`config.mk`:
```
export PLATFORM = sky130hd
export DESIGN_NAME = clksel_ctrl
export DESIGN_NICKNAME = d
export VERILOG_FILES = /design/src/rtl/clksel_pkg.sv /design/src/rtl/clksel_lock_timer.sv /design/src/rtl/clksel_rule_chk.sv /design/src/rtl/clksel_ctrl.sv
export SDC_FILE = /design/constraint.sdc
export NUM_CORES = 1
export LEC_CHECK = 0
export ABC_AREA = 1
export BUFFER_PORTS_ARGS = -buffer_cell sky130_fd_sc_hd__buf_2
export CORE_MARGIN = 3
export CORE_UTILIZATION = 55
export DETAILED_ROUTE_END_ITERATION = 10
export PLACE_DENSITY = 0.8
export SLEW_MARGIN = 20
export SYNTH_ARGS = -nofsm -noshare
export SYNTH_HDL_FRONTEND = slang
export SYNTH_SLANG_ARGS = --single-unit
```
`constraint.sdc`:
```
create_clock -name clk -period 3.99 [get_ports clk]
set_input_delay 0 -clock clk [delete_from_list [all_inputs] [get_ports clk]]
set_output_delay 0 -clock clk [all_outputs]
set_load 0.05 [all_outputs]
```
`src/rtl/clksel_pkg.sv`:
```
package clksel_pkg;
  localparam int CFG_W = 5;
  localparam int RNG_W = 2;
  localparam int NPLL  = 2;
  localparam int ERR_W = 6;

  // error flag positions
  localparam int E_ACT_CFG = 0;
  localparam int E_ACT_PD  = 1;
  localparam int E_UNLOCK  = 2;
  localparam int E_OFF     = 3;
  localparam int E_HALF    = 4;
  localparam int E_RNG     = 5;

  typedef struct packed {
    logic             pd;
    logic [RNG_W-1:0] rng;
    logic [CFG_W-1:0] cfg;
  } pll_fld_t;

  localparam int FLD_W = $bits(pll_fld_t);
  localparam int CW_W  = 1 + NPLL * FLD_W;

  typedef struct packed {
    pll_fld_t p1;
    pll_fld_t p0;
    logic     sel;
  } ctrl_word_t;

  // half-step multiplier: top pair 01 and odd
  function automatic logic is_half(input logic [CFG_W-1:0] c);
    return (c[CFG_W-1:CFG_W-2] == 2'b01) && c[0];
  endfunction

  function automatic logic rng_bad(input logic [RNG_W-1:0] r);
    return r[0];
  endfunction
endpackage

```
`src/rtl/clksel_lock_timer.sv`:
```
module clksel_lock_timer #(
  parameter int LOCK_CYC = 16
) (
  input  logic clk,
  input  logic rst,
  input  logic restart,
  input  logic pd,
  output logic locked
);
  localparam int CNT_W = $clog2(LOCK_CYC + 1);
  localparam logic [CNT_W-1:0] LOAD = CNT_W'(LOCK_CYC);
  localparam logic [CNT_W-1:0] ONE  = CNT_W'(1);

  logic [CNT_W-1:0] cnt_q;
  logic             lk_q;

  always_ff @(posedge clk) begin
    if (rst) begin
      cnt_q <= LOAD;
      lk_q  <= 1'b0;
    end else if (restart || pd) begin
      cnt_q <= LOAD;
      lk_q  <= 1'b0;
    end else if (cnt_q != '0) begin
      cnt_q <= cnt_q - ONE;
      lk_q  <= (cnt_q == ONE);
    end else begin
      lk_q  <= 1'b1;
    end
  end

  assign locked = lk_q;
endmodule

```
`src/rtl/clksel_rule_chk.sv`:
```
module clksel_rule_chk
  import clksel_pkg::*;
(
  input  ctrl_word_t            cur,
  input  ctrl_word_t            nxt,
  input  logic [NPLL-1:0]       locked,
  output logic [ERR_W-1:0]      viol,
  output logic [NPLL-1:0]       fld_chg
);
  pll_fld_t cf [NPLL];
  pll_fld_t nf [NPLL];
  logic [NPLL-1:0] tune_chg;
  logic [NPLL-1:0] pd_chg;
  logic sel_flip;

  assign cf[0] = cur.p0;
  assign cf[1] = cur.p1;
  assign nf[0] = nxt.p0;
  assign nf[1] = nxt.p1;

  for (genvar g = 0; g < NPLL; g++) begin : g_chg
    assign tune_chg[g] = (cf[g].cfg != nf[g].cfg) || (cf[g].rng != nf[g].rng);
    assign pd_chg[g]   = (cf[g].pd != nf[g].pd);
    assign fld_chg[g]  = tune_chg[g] | pd_chg[g];
  end

  assign sel_flip = cur.sel ^ nxt.sel;

  always_comb begin
    viol = '0;
    viol[E_ACT_CFG] = tune_chg[cur.sel];
    viol[E_ACT_PD]  = pd_chg[cur.sel];
    viol[E_UNLOCK]  = sel_flip && (!locked[nxt.sel] || fld_chg[nxt.sel]);
    viol[E_OFF]     = sel_flip && nf[nxt.sel].pd;
    viol[E_HALF]    = sel_flip && is_half(nf[0].cfg) && is_half(nf[1].cfg);
    viol[E_RNG]     = rng_bad(nf[0].rng) || rng_bad(nf[1].rng);
  end
endmodule

```
`src/rtl/clksel_ctrl.sv`:
```
module clksel_ctrl
  import clksel_pkg::*;
#(
  parameter int               LOCK_CYC = 16,
  parameter logic [CFG_W-1:0] RST_CFG  = 5'b10000
) (
  input  logic              clk,
  input  logic              rst,
  input  logic              wr_en,
  input  logic [CW_W-1:0]   wr_data,
  input  logic [ERR_W-1:0]  err_clr,
  output logic [CW_W-1:0]   ctrl_o,
  output logic              sel_o,
  output logic [NPLL-1:0]   pll_on_o,
  output logic [NPLL-1:0]   locked_o,
  output logic [ERR_W-1:0]  err_o
);
  localparam ctrl_word_t RST_WORD =
    ctrl_word_t'({1'b1, {RNG_W{1'b0}}, RST_CFG, 1'b0, {RNG_W{1'b0}}, RST_CFG, 1'b0});

  ctrl_word_t        ctrl_q, wr_w, ctrl_nxt;
  logic [ERR_W-1:0]  viol, err_q;
  logic [NPLL-1:0]   fld_chg, restart, pd_nxt, lk;
  logic              accept;

  assign wr_w = ctrl_word_t'(wr_data);

  clksel_rule_chk u_rules (
    .cur     (ctrl_q),
    .nxt     (wr_w),
    .locked  (lk),
    .viol    (viol),
    .fld_chg (fld_chg)
  );

  assign accept   = wr_en && (viol == '0);
  assign ctrl_nxt = accept ? wr_w : ctrl_q;
  assign pd_nxt   = {ctrl_nxt.p1.pd, ctrl_nxt.p0.pd};
  assign restart  = {NPLL{accept}} & fld_chg;

  for (genvar g = 0; g < NPLL; g++) begin : g_pll
    clksel_lock_timer #(.LOCK_CYC(LOCK_CYC)) u_tmr (
      .clk     (clk),
      .rst     (rst),
      .restart (restart[g]),
      .pd      (pd_nxt[g]),
      .locked  (lk[g])
    );
  end

  always_ff @(posedge clk) begin
    if (rst) begin
      ctrl_q <= RST_WORD;
      err_q  <= '0;
    end else begin
      ctrl_q <= ctrl_nxt;
      err_q  <= (err_q & ~err_clr) | (wr_en ? viol : '0);
    end
  end

  assign ctrl_o   = ctrl_q;
  assign sel_o    = ctrl_q.sel;
  assign pll_on_o = ~{ctrl_q.p1.pd, ctrl_q.p0.pd};
  assign locked_o = lk;
  assign err_o    = err_q;
endmodule

```
* Word-level counts from Yosys, hierarchy flattened *
Cells that the tools add are included.

operators by class
  reductions and logical operators = 19
  $lt $le $gt $ge = 3
  eq/ne operators = 10
  add/sub/neg operators = 2
  bitwise operators = 9
  multiplexer cells = 15

operator list
  cell                                                                   number
  8-bit two-way mux                                                      3
  17-bit two-way mux                                                     1
  5-bit by 1-bit equality test with 1-bit output, second input constant  2
  1-bit two-way mux                                                      10
  5-bit inequality test                                                  2
  5-bit nonzero test                                                     2
  5-bit by 1-bit subtractor with 5-bit output, second input constant     2
  1-bit logical AND                                                      7
  6-bit bitwise AND                                                      1
  6-bit zero test                                                        1
  1-bit logical OR                                                       6
  6-bit two-way mux                                                      1
  6-bit NOT                                                              1
  6-bit OR                                                               1
  2-bit by 1-bit equality test with 1-bit output, second input constant  2
  1-bit by 2-bit < comparator with 1-bit output, second input constant   2
  2-bit inequality test                                                  2
  2-bit OR reduction                                                     2
  2-bit bitwise AND                                                      1
  2-bit greater-or-equal comparator, second input constant               1
  1-bit inequality test                                                  2
  1-bit NOT with 2-bit output                                            1
  2-bit NOT                                                              1
  1-bit OR                                                               2
  2 further kinds                                                        2

storage, ports and cells
  bits of input ports = 26
  logic and storage cells = 70
  register bits after elaboration = 35

* Depth between registers and ports, before layout *
Gate-level depths: netlist of run 1.

  depth in word-level cells = 12
  depth in mapped cells = 13

* Modules after synthesis *
From an unflattened synthesis of run 1, not the netlist that was laid out.

unflattened totals
  cells, all modules = 305
  area, all modules = 2093.3 µm²

by module, submodules not included
  module             instances  area an instance (µm²)  cells each  seq. area each (µm²)
  clksel_ctrl        1          1052.3                  145         460.4
  clksel_lock_timer  2          327.8                   43          120.1
  clksel_rule_chk    1          385.4                   74          0.0

* Least setup slack after synthesis of run 1 *
Ideal clock, no wire load.

  path kind = register to register
  from = reg ctrl_q, in the netlist sel_o
  to = reg ctrl_q, in the netlist ctrl_o[13]
  required time = 3.870 ns
  buffers on the path = 2
  path slack = 2.004 ns
  data arrival time = 1.866 ns
  cell stages (with the launch flop) = 10
  clock period less this slack = 1.986 ns
  path through = dfxtp_1 > inv_1 > o21ai_2 > nand3_2 > nor2_4 > nand2_4 > buf_8 > buf_8 > a21oi_1 > o21ai_1

between the ends
  cells in the longest elaborated chain, start to end = 5
  elaborated cells between the ends (all ways) = 11

RTL lines
  item                            line                   source
  from (decl)                     clksel_ctrl.sv:21      ctrl_word_t ctrl_q, wr_w, ctrl_nxt;
  from (signal assigned)          clksel_ctrl.sv:56      ctrl_q <= ctrl_nxt;
  1-bit XOR                       clksel_rule_chk.sv:27  assign sel_flip = cur.sel ^ nxt.sel;
  1-bit logical AND (2 in a row)  clksel_rule_chk.sv:35  viol[E_HALF] = sel_flip && is_half(nf[0].cfg) && is_half(nf[1].cfg);
  6-bit zero test (*)             clksel_ctrl.sv:36      assign accept = wr_en && (viol == '0);
  1-bit logical AND (*)           clksel_ctrl.sv:36

Every way passes the cells marked *; elsewhere a longest branch is shown, timed or not. The select of a mux whose other input is x is not followed.
A chain may end at the register's enable or synchronous reset.

* Final worst setup path of run 1 *
  from = reg ctrl_q, in the netlist ctrl_o[6]
  to = reg ctrl_q, in the netlist ctrl_o[13]

between the ends
  cells in the longest elaborated chain, start to end = 9
  elaborated cells between the ends (all ways) = 11

RTL lines
  item                                                  line                   source
  2-bit inequality test (*)                             clksel_rule_chk.sv:22  assign tune_chg[g] = (cf[g].cfg != nf[g].cfg) || (cf[g].rng != nf[g].rng);
  1-bit logical OR (*)                                  clksel_rule_chk.sv:22
  1-bit OR                                              clksel_rule_chk.sv:24  assign fld_chg[g] = tune_chg[g] | pd_chg[g];
  1-bit two-way mux (not written as such) (2 in a row)  clksel_rule_chk.sv:33  viol[E_UNLOCK] = sel_flip && (!locked[nxt.sel] || fld_chg[nxt.sel]);
  1-bit logical OR                                      clksel_rule_chk.sv:33
  1-bit logical AND                                     clksel_rule_chk.sv:33
  6-bit zero test (*)                                   clksel_ctrl.sv:36
  1-bit logical AND (*)                                 clksel_ctrl.sv:36

Marks and branches as above.

==> summary.md, run 1 <==
| Metric | Value |
|---|---|
| RSZ-0062 raised after global routing | no |
| Critical path startpoint category | register |
| Die area | 0.00414 mm^2 |
| # port buffers | 53 |
| Die Wd | 64.4 um |
| Crit. End Element | register |
| Ant. Diodes | 0 |
| Initial DRC count | 158 |
| Fin. Hold Viols | 0 |
| Final-layout fill cell count | 247 |
| Total wire length | 4550 um |
| Reg-to-reg slack, setup | 1.64 ns |
| DRC violations left | 0 |
| Syn avg cell area | 6.84 um^2 |
| Top post-synthesis cells by area | dfxtp_1 37%, nand2_1 14%, inv_1 11%, nor2_1 4.8%, a21oi_1 4.5% |
| FMAX | 426 MHz |
| Cell Area, Placed | 0.00212 mm^2 |
| Final setup fails | 0 |
| Pwr per Cell Area | 318 mW/mm^2 |
| Max Cap Violations | 0 |
| Share of cells above drive strength 1 | 0.198 |
| Worst r2r dst | ctrl_o[13] |
| Final max-slew violation count | 0 |
| Chip height | 64.4 um |
| Synth warn | 0 |
| Mapped cell area | 0.00187 mm^2 |
| Top routing layer in use | met4 |
| Clk_lat worst skew | 0.35 ns |
| Vias/cell | 4.77 |
| Core Area | 0.00315 mm^2 |
| Crit path max fanout | 31 |
| Final min period | 2.35 ns |
| # IOs | 54 |
| Routability cong. | 0.857 |
| Placed Cells | 363 |
| Reg2Reg Depth | 12 |
| HPWL after detailed placement | 3070 um |
| Finished Core Util | 0.776 |
| FF-to-FF Start | ctrl_o[6] |
| Leakage Power | 1.31 nW |
| Status | completed |
| Worst Path Arrival | 2.58 ns |
| Register Area | 701 um^2 |
| Synthesized Nets | 304 |
| CTS tree | done |
| Vias in the first global route | 1740 |
| Async set-reset flop share out of synthesis | 0 |
| Placement Setup Slack | 2.07 ns |
| Initial Util | 0.594 |
| Seq/Total Area, Yosys | 0.374 |
| Routed length on met3 | 252 um |
| Global-route wire length before repair | 7530 um |
| Remaining Overflow, GRT | 0 |
| Main flop type after synthesis | dfxtp_1 |
| Reg clk slew, reported paths | 0.10 ns |
| Post-synth top area cell | dfxtp_1 |
| Post-DRT Antenna Nets | 0 |
| Most common cell in the netlist | nand2_1 |
| Slew Limit Headroom | 0.707 |
| Critical path class | register to register |
| Global Route Usage Sum | 0.238 |
| Hold slack | 0.0624 ns |
| Pwr Total | 0.777 mW |
| Antenna violations before repair | 0 |
| Pin count of the biggest net entering global routing | 32 |
| Area of the multi-input gates | 893 um^2 |
| Top-area cell type share of the netlist area | 0.374 |
| Met2 WL | 2220 um |
| Number of distinct library cells after synthesis | 30 |
| Final instance area | 0.00245 mm^2 |
| HP Class | primary input to register |
| Worst Tran Pin Value | 0.439 ns |
| Maximum vdd ir drop | 0.372 mV |
| Hold Path Cell Cnt | 3 |
| Synth top cells by count | 69 x nand2_1, 54 x inv_1, 35 x dfxtp_1, 24 x nor2_1, 17 x a21oi_1 |
| Worst Path Required | 4.23 ns |
| Number of synthesized flops with an enable pin | 0 |
| Root buffer cell | clkbuf_4 |
| Max clock buf depth | 2 |
| CTS H-tree depth | 2 |
| Clock skew | 0.00613 ns |
| Final non-filler cell total | 397 |
| Layout area overhead | 30.7% |
| Row Count | 20 |
| Final worst-path cycle share | 0.588 |
| Synth Register Bits | 35 |
| Cts bufs inserted | 5 |
| Vias after detailed routing | 1893 |
| Fin Setup TNS | 0 ns |
| Crit path capture | ctrl_o[13] |
| Routed length on met1 | 1960 um |
| Crit path from | ctrl_o[6] |
| Synthesized instance count | 274 |
| Detailed Routing Iterations Pass 1 | 4 |
| DR WL/cell | 11.5 um |
| Setup WS post-layout | 1.64 ns |
| Nets | 383 |
| Clock sink count | 35 |
-- logic make-up after synthesis --
logic type | Yosys count | synth area share
AND/OR/NAND/NOR | 120 | 0.279
flip-flops | 35 | 0.374
adder cells (fa/ha/maj) | 4 | 0.0267
XOR/XNOR | 9 | 0.0461
AO/OA/AOI/OAI | 43 | 0.125
buffers and inverters | 63 | 0.149
-- final cells by class --
cell class,count,area share
clock buffer,6,0.0210
clock inverter,1,0.00204
inverter,55,0.0844
multi-input combinational,176,0.365
sequential,35,0.286
tap,44,0.0225
timing repair buffer,80,0.219
-- worst max-delay path, cell delays in order (launching register included) --
cell	delay, ns
dfxtp_1	0.40
inv_1	0.06
nand2_1	0.06
nand2_1	0.06
nor2_1	0.10
nand2_1	0.07
o21bai_1	0.12
nand2_1	0.14
nor2_4	0.16
nand2_4	0.21
a21oi_1	0.18
o21ai_1	0.08
dlygate4sd3_1	0.57
-- per-layer routing --
metal / global-route usage / vias to the layer above
met5: 0 / -
met2: 0.414 / 55
met1: 0.273 / 827
li1: - / 998
met4: 0.0976 / 0
met3: 0.0650 / 13
-- cells in the final DEF, fill, tap and decap left out, types with 6 or more instances in the layout --
master          n
nand2_1        69
inv_1          54
buf_2          53
dfxtp_1        35
dlygate4sd3_1  27
nor2_1         24
a21oi_1        17
o21ai_0        12
nand3_1         9
nor3_1          9
o21ai_1         7
xor2_1          6
-- registers in the layout, indices dropped and copies added (netlist names) --
name / count
err_o: 6
g_pll.u_tmr.locked: 2
ctrl_o: 16
sel_o: 1
g_pll.u_tmr.cnt_q: 10
-- report_power, final --
part / internal (mW) / leakage (nW) / switching [mW]
logic: 0.0808 / 0.987 / 0.105
clock network: 0.0815 / 0.0341 / 0.118
registers: 0.375 / 0.285 / 0.0167
-- worst min-delay path by stage --
stage | start | slack, ns | to
2_1_floorplan | wr_data[8] | 0.13 | g_pll[0].u_tmr.cnt_q[4]
5_1_grt | wr_data[0] | 0.06 | sel_o
6_report | wr_data[0] | 0.06 | sel_o
4_1_cts | wr_data[0] | 0.03 | sel_o
3_3_place_gp | err_clr[5] | 0.25 | err_o[5]
3_5_place_dp | err_clr[5] | 0.26 | err_o[5]
-- repair_timing --
item | in CTS | in global routing
hold endpoints to repair | 20 | 0
resized for setup | 0 | 0
buffers inserted | 0 | 0
hold buffers | 27 | 0
(Power assumes the default switching activity.)
==> run 2, diff against run 1 <==
--- a/config.mk
+++ b/config.mk
@@ -8,9 +8,9 @@
 export ABC_AREA = 1
 export BUFFER_PORTS_ARGS = -buffer_cell sky130_fd_sc_hd__buf_2
 export CORE_MARGIN = 3
-export CORE_UTILIZATION = 55
+export CORE_UTILIZATION = 51
 export DETAILED_ROUTE_END_ITERATION = 10
-export PLACE_DENSITY = 0.8
+export PLACE_DENSITY = 0.75
 export SLEW_MARGIN = 20
 export SYNTH_ARGS = -nofsm -noshare
 export SYNTH_HDL_FRONTEND = slang
==> constraint.sdc (replaced) <==
create_clock -name clk -period 2.3 [get_ports clk]
set_input_delay 0 -clock clk [delete_from_list [all_inputs] [get_ports clk]]
set_output_delay 0 -clock clk [all_outputs]
set_load 0.05 [all_outputs]
==> run 2 against run 1 <==
Compared with the run above:
- clock skew down 0.0012 ns
- non-clock buffer count down 20
- power up 81%
- register-to-register slack worse by 1.3 ns
- worst setup slack worse by 1.3 ns
- sequential share of layout area up 2.2 points
- final cell count down 4.3%
- worst hold slack worse by 0.053 ns
- count of clock-buffer cells in the layout up 1
- critical path type is now primary input to register
- largest cell class unchanged
==> summary.md, run 2 (synthesis results as in run 1) <==
| Metric | Value |
|---|---|
| Status | completed |
| Layout area overhead | 21.4% |
| Chip height | 66.6 um |
| Final instance area | 0.00227 mm^2 |
| Routed length on met3 | 199 um |
| Global Route Usage Sum | 0.198 |
| DRC violations left | 0 |
| Clock skew | 0.00497 ns |
| Share of cells above drive strength 1 | 0.207 |
| Slew Limit Headroom | 0.703 |
| HP Class | primary input to register |
| Pwr Total | 1.41 mW |
| Crit. End Element | register |
| Pwr per Cell Area | 620 mW/mm^2 |
| Most common cell after layout, fill and taps aside | nand2_1 |
| Die Wd | 66.6 um |
| Final setup fails | 0 |
| Nets | 363 |
| Leakage Power | 1.22 nW |
| FF-to-FF Start | ctrl_o[6] |
| CTS tree | done |
| Remaining Overflow, GRT | 0 |
| FMAX | 513 MHz |
| Hold slack | 0.00955 ns |
| Critical hold path startpoint | wr_data[13] |
| # resized after CTS | 0 |
| Final max-slew violation count | 0 |
| HPWL after detailed placement | 3170 um |
| Final min period | 1.95 ns |
| Max reg flops | 16 |
| Worst Tran Pin Value | 0.445 ns |
| Reg-to-reg slack, setup | 0.36 ns |
| Detailed Routing Iterations Pass 1 | 4 |
| Initial DRC count | 109 |
| Core Area | 0.00344 mm^2 |
| Worst Path Arrival | 2.14 ns |
| Fin. Hold Viols | 0 |
| Hold Path Cell Cnt | 3 |
| Clk_lat worst skew | 0.29 ns |
| Root buffer cell | clkbuf_8 |
| Commonest non-fill, non-tap cells in the layout | 69 x nand2_1, 54 x inv_1, 53 x buf_2, 35 x dfxtp_1, 24 x nor2_1 |
| # port buffers | 53 |
| Worst r2r dst | g_pll[1].u_tmr.cnt_q[4] |
| Reg clk slew, reported paths | 0.07 ns |
| Pin count of the biggest net entering global routing | 32 |
| Final-layout fill cell count | 334 |
| Post-CTS Setup Bufs | 0 |
| Crit path max fanout | 31 |
| Die area | 0.00444 mm^2 |
| Routability cong. | 0.916 |
| DR WL/cell | 11.1 um |
| Max Cap Violations | 0 |
| CTS H-tree depth | 2 |
| Final non-filler cell total | 380 |
| Vias in the first global route | 1632 |
| Antenna violations before repair | 0 |
| Global-route wire length before repair | 6730 um |
| Ant. Diodes | 0 |
| # IOs | 54 |
| Final worst-path cycle share | 0.848 |
| Top routing layer in use | met4 |
| Maximum vdd ir drop | 0.471 mV |
| Placed Cells | 365 |
| RSZ-0062 raised after global routing | no |
| Vias after detailed routing | 1808 |
| Max clock buf depth | 2 |
| Clock sink count | 35 |
| Fin Setup TNS | 0 ns |
| Reg2Reg Depth | 13 |
| Total wire length | 4200 um |
| Cts bufs inserted | 5 |
| Post-DRT Antenna Nets | 0 |
| Initial Util | 0.544 |
| Met2 WL | 2090 um |
| Vias/cell | 4.76 |
| Worst Path Required | 2.49 ns |
| Critical path startpoint category | primary input |
| Hold Path End | ctrl_o[13] |
| Cell Area, Placed | 0.00212 mm^2 |
| Critical path class | primary input to register |
| Row Count | 21 |
| Routed length on met1 | 1840 um |
## run 2: cell count changes in the layout (fill, tap and decap cells not counted)
cell / delta
dlygate4sd3_1: -20
clkbuf_8: +4
clkbuf_1: +2
clkbuf_4: -5
## run 2: timing repair
item / in CTS / in global routing
endpoints found under the setup margin: 0 / 0
hold endpoints to repair: 7 / 0
hold buffers: 7 / 0
## run 2: stage by stage
step            util  setup slack (ns)
2_1_floorplan      -             0.314
3_5_place_dp   0.617             0.342
6_report       0.661             0.349
3_3_place_gp   0.617             0.422
5_1_grt        0.661             0.151
4_1_cts        0.661             0.346
## run 2: per-layer routing
| layer | vias up | track usage |
|---|---|---|
| met5 | - | 0 |
| met4 | 0 | 0.0761 |
| met3 | 8 | 0.0607 |
| met2 | 38 | 0.348 |
| met1 | 802 | 0.220 |
| li1 | 960 | - |
## run 2: worst max path at each step
stage / end / startpoint
after global routing: g_pll[1].u_tmr.cnt_q[3] / ctrl_o[6]
after detailed placement: g_pll[1].u_tmr.cnt_q[4] / ctrl_o[6]
after CTS: g_pll[1].u_tmr.cnt_q[4] / ctrl_o[6]
final: g_pll[1].u_tmr.cnt_q[4] / wr_data[8]
after global placement: g_pll[1].u_tmr.cnt_q[4] / ctrl_o[6]
after floorplan: ctrl_o[13] / sel_o
## run 2: critical path: stages
cell           delay, ns
dlygate4sd3_1       0.53
buf_2               0.15
xnor2_1             0.28
nand2_1             0.10
o21ai_2             0.10
nand3_2             0.12
nor2_4              0.18
nand2_4             0.21
nand2_1             0.14
nand3_2             0.15
nor2_1              0.13
nand2_1             0.05
## run 2: area by class of cell
type	instances	area, um^2	share of cell area
multi-input cells	176	893	0.393
clock buffers	7	76.3	0.0336
flip-flops and latches	35	701	0.308
inverters	55	206	0.0908
clock inverters	1	5.00	0.00220
repair buffers	60	335	0.147
well taps	46	57.6	0.0253
## run 2: power by group
group	internal, mW	total, mW	switching, mW
logic	0.120	0.297	0.178
clock network	0.212	0.431	0.218
registers	0.652	0.682	0.0303
total	0.984	1.41	0.426
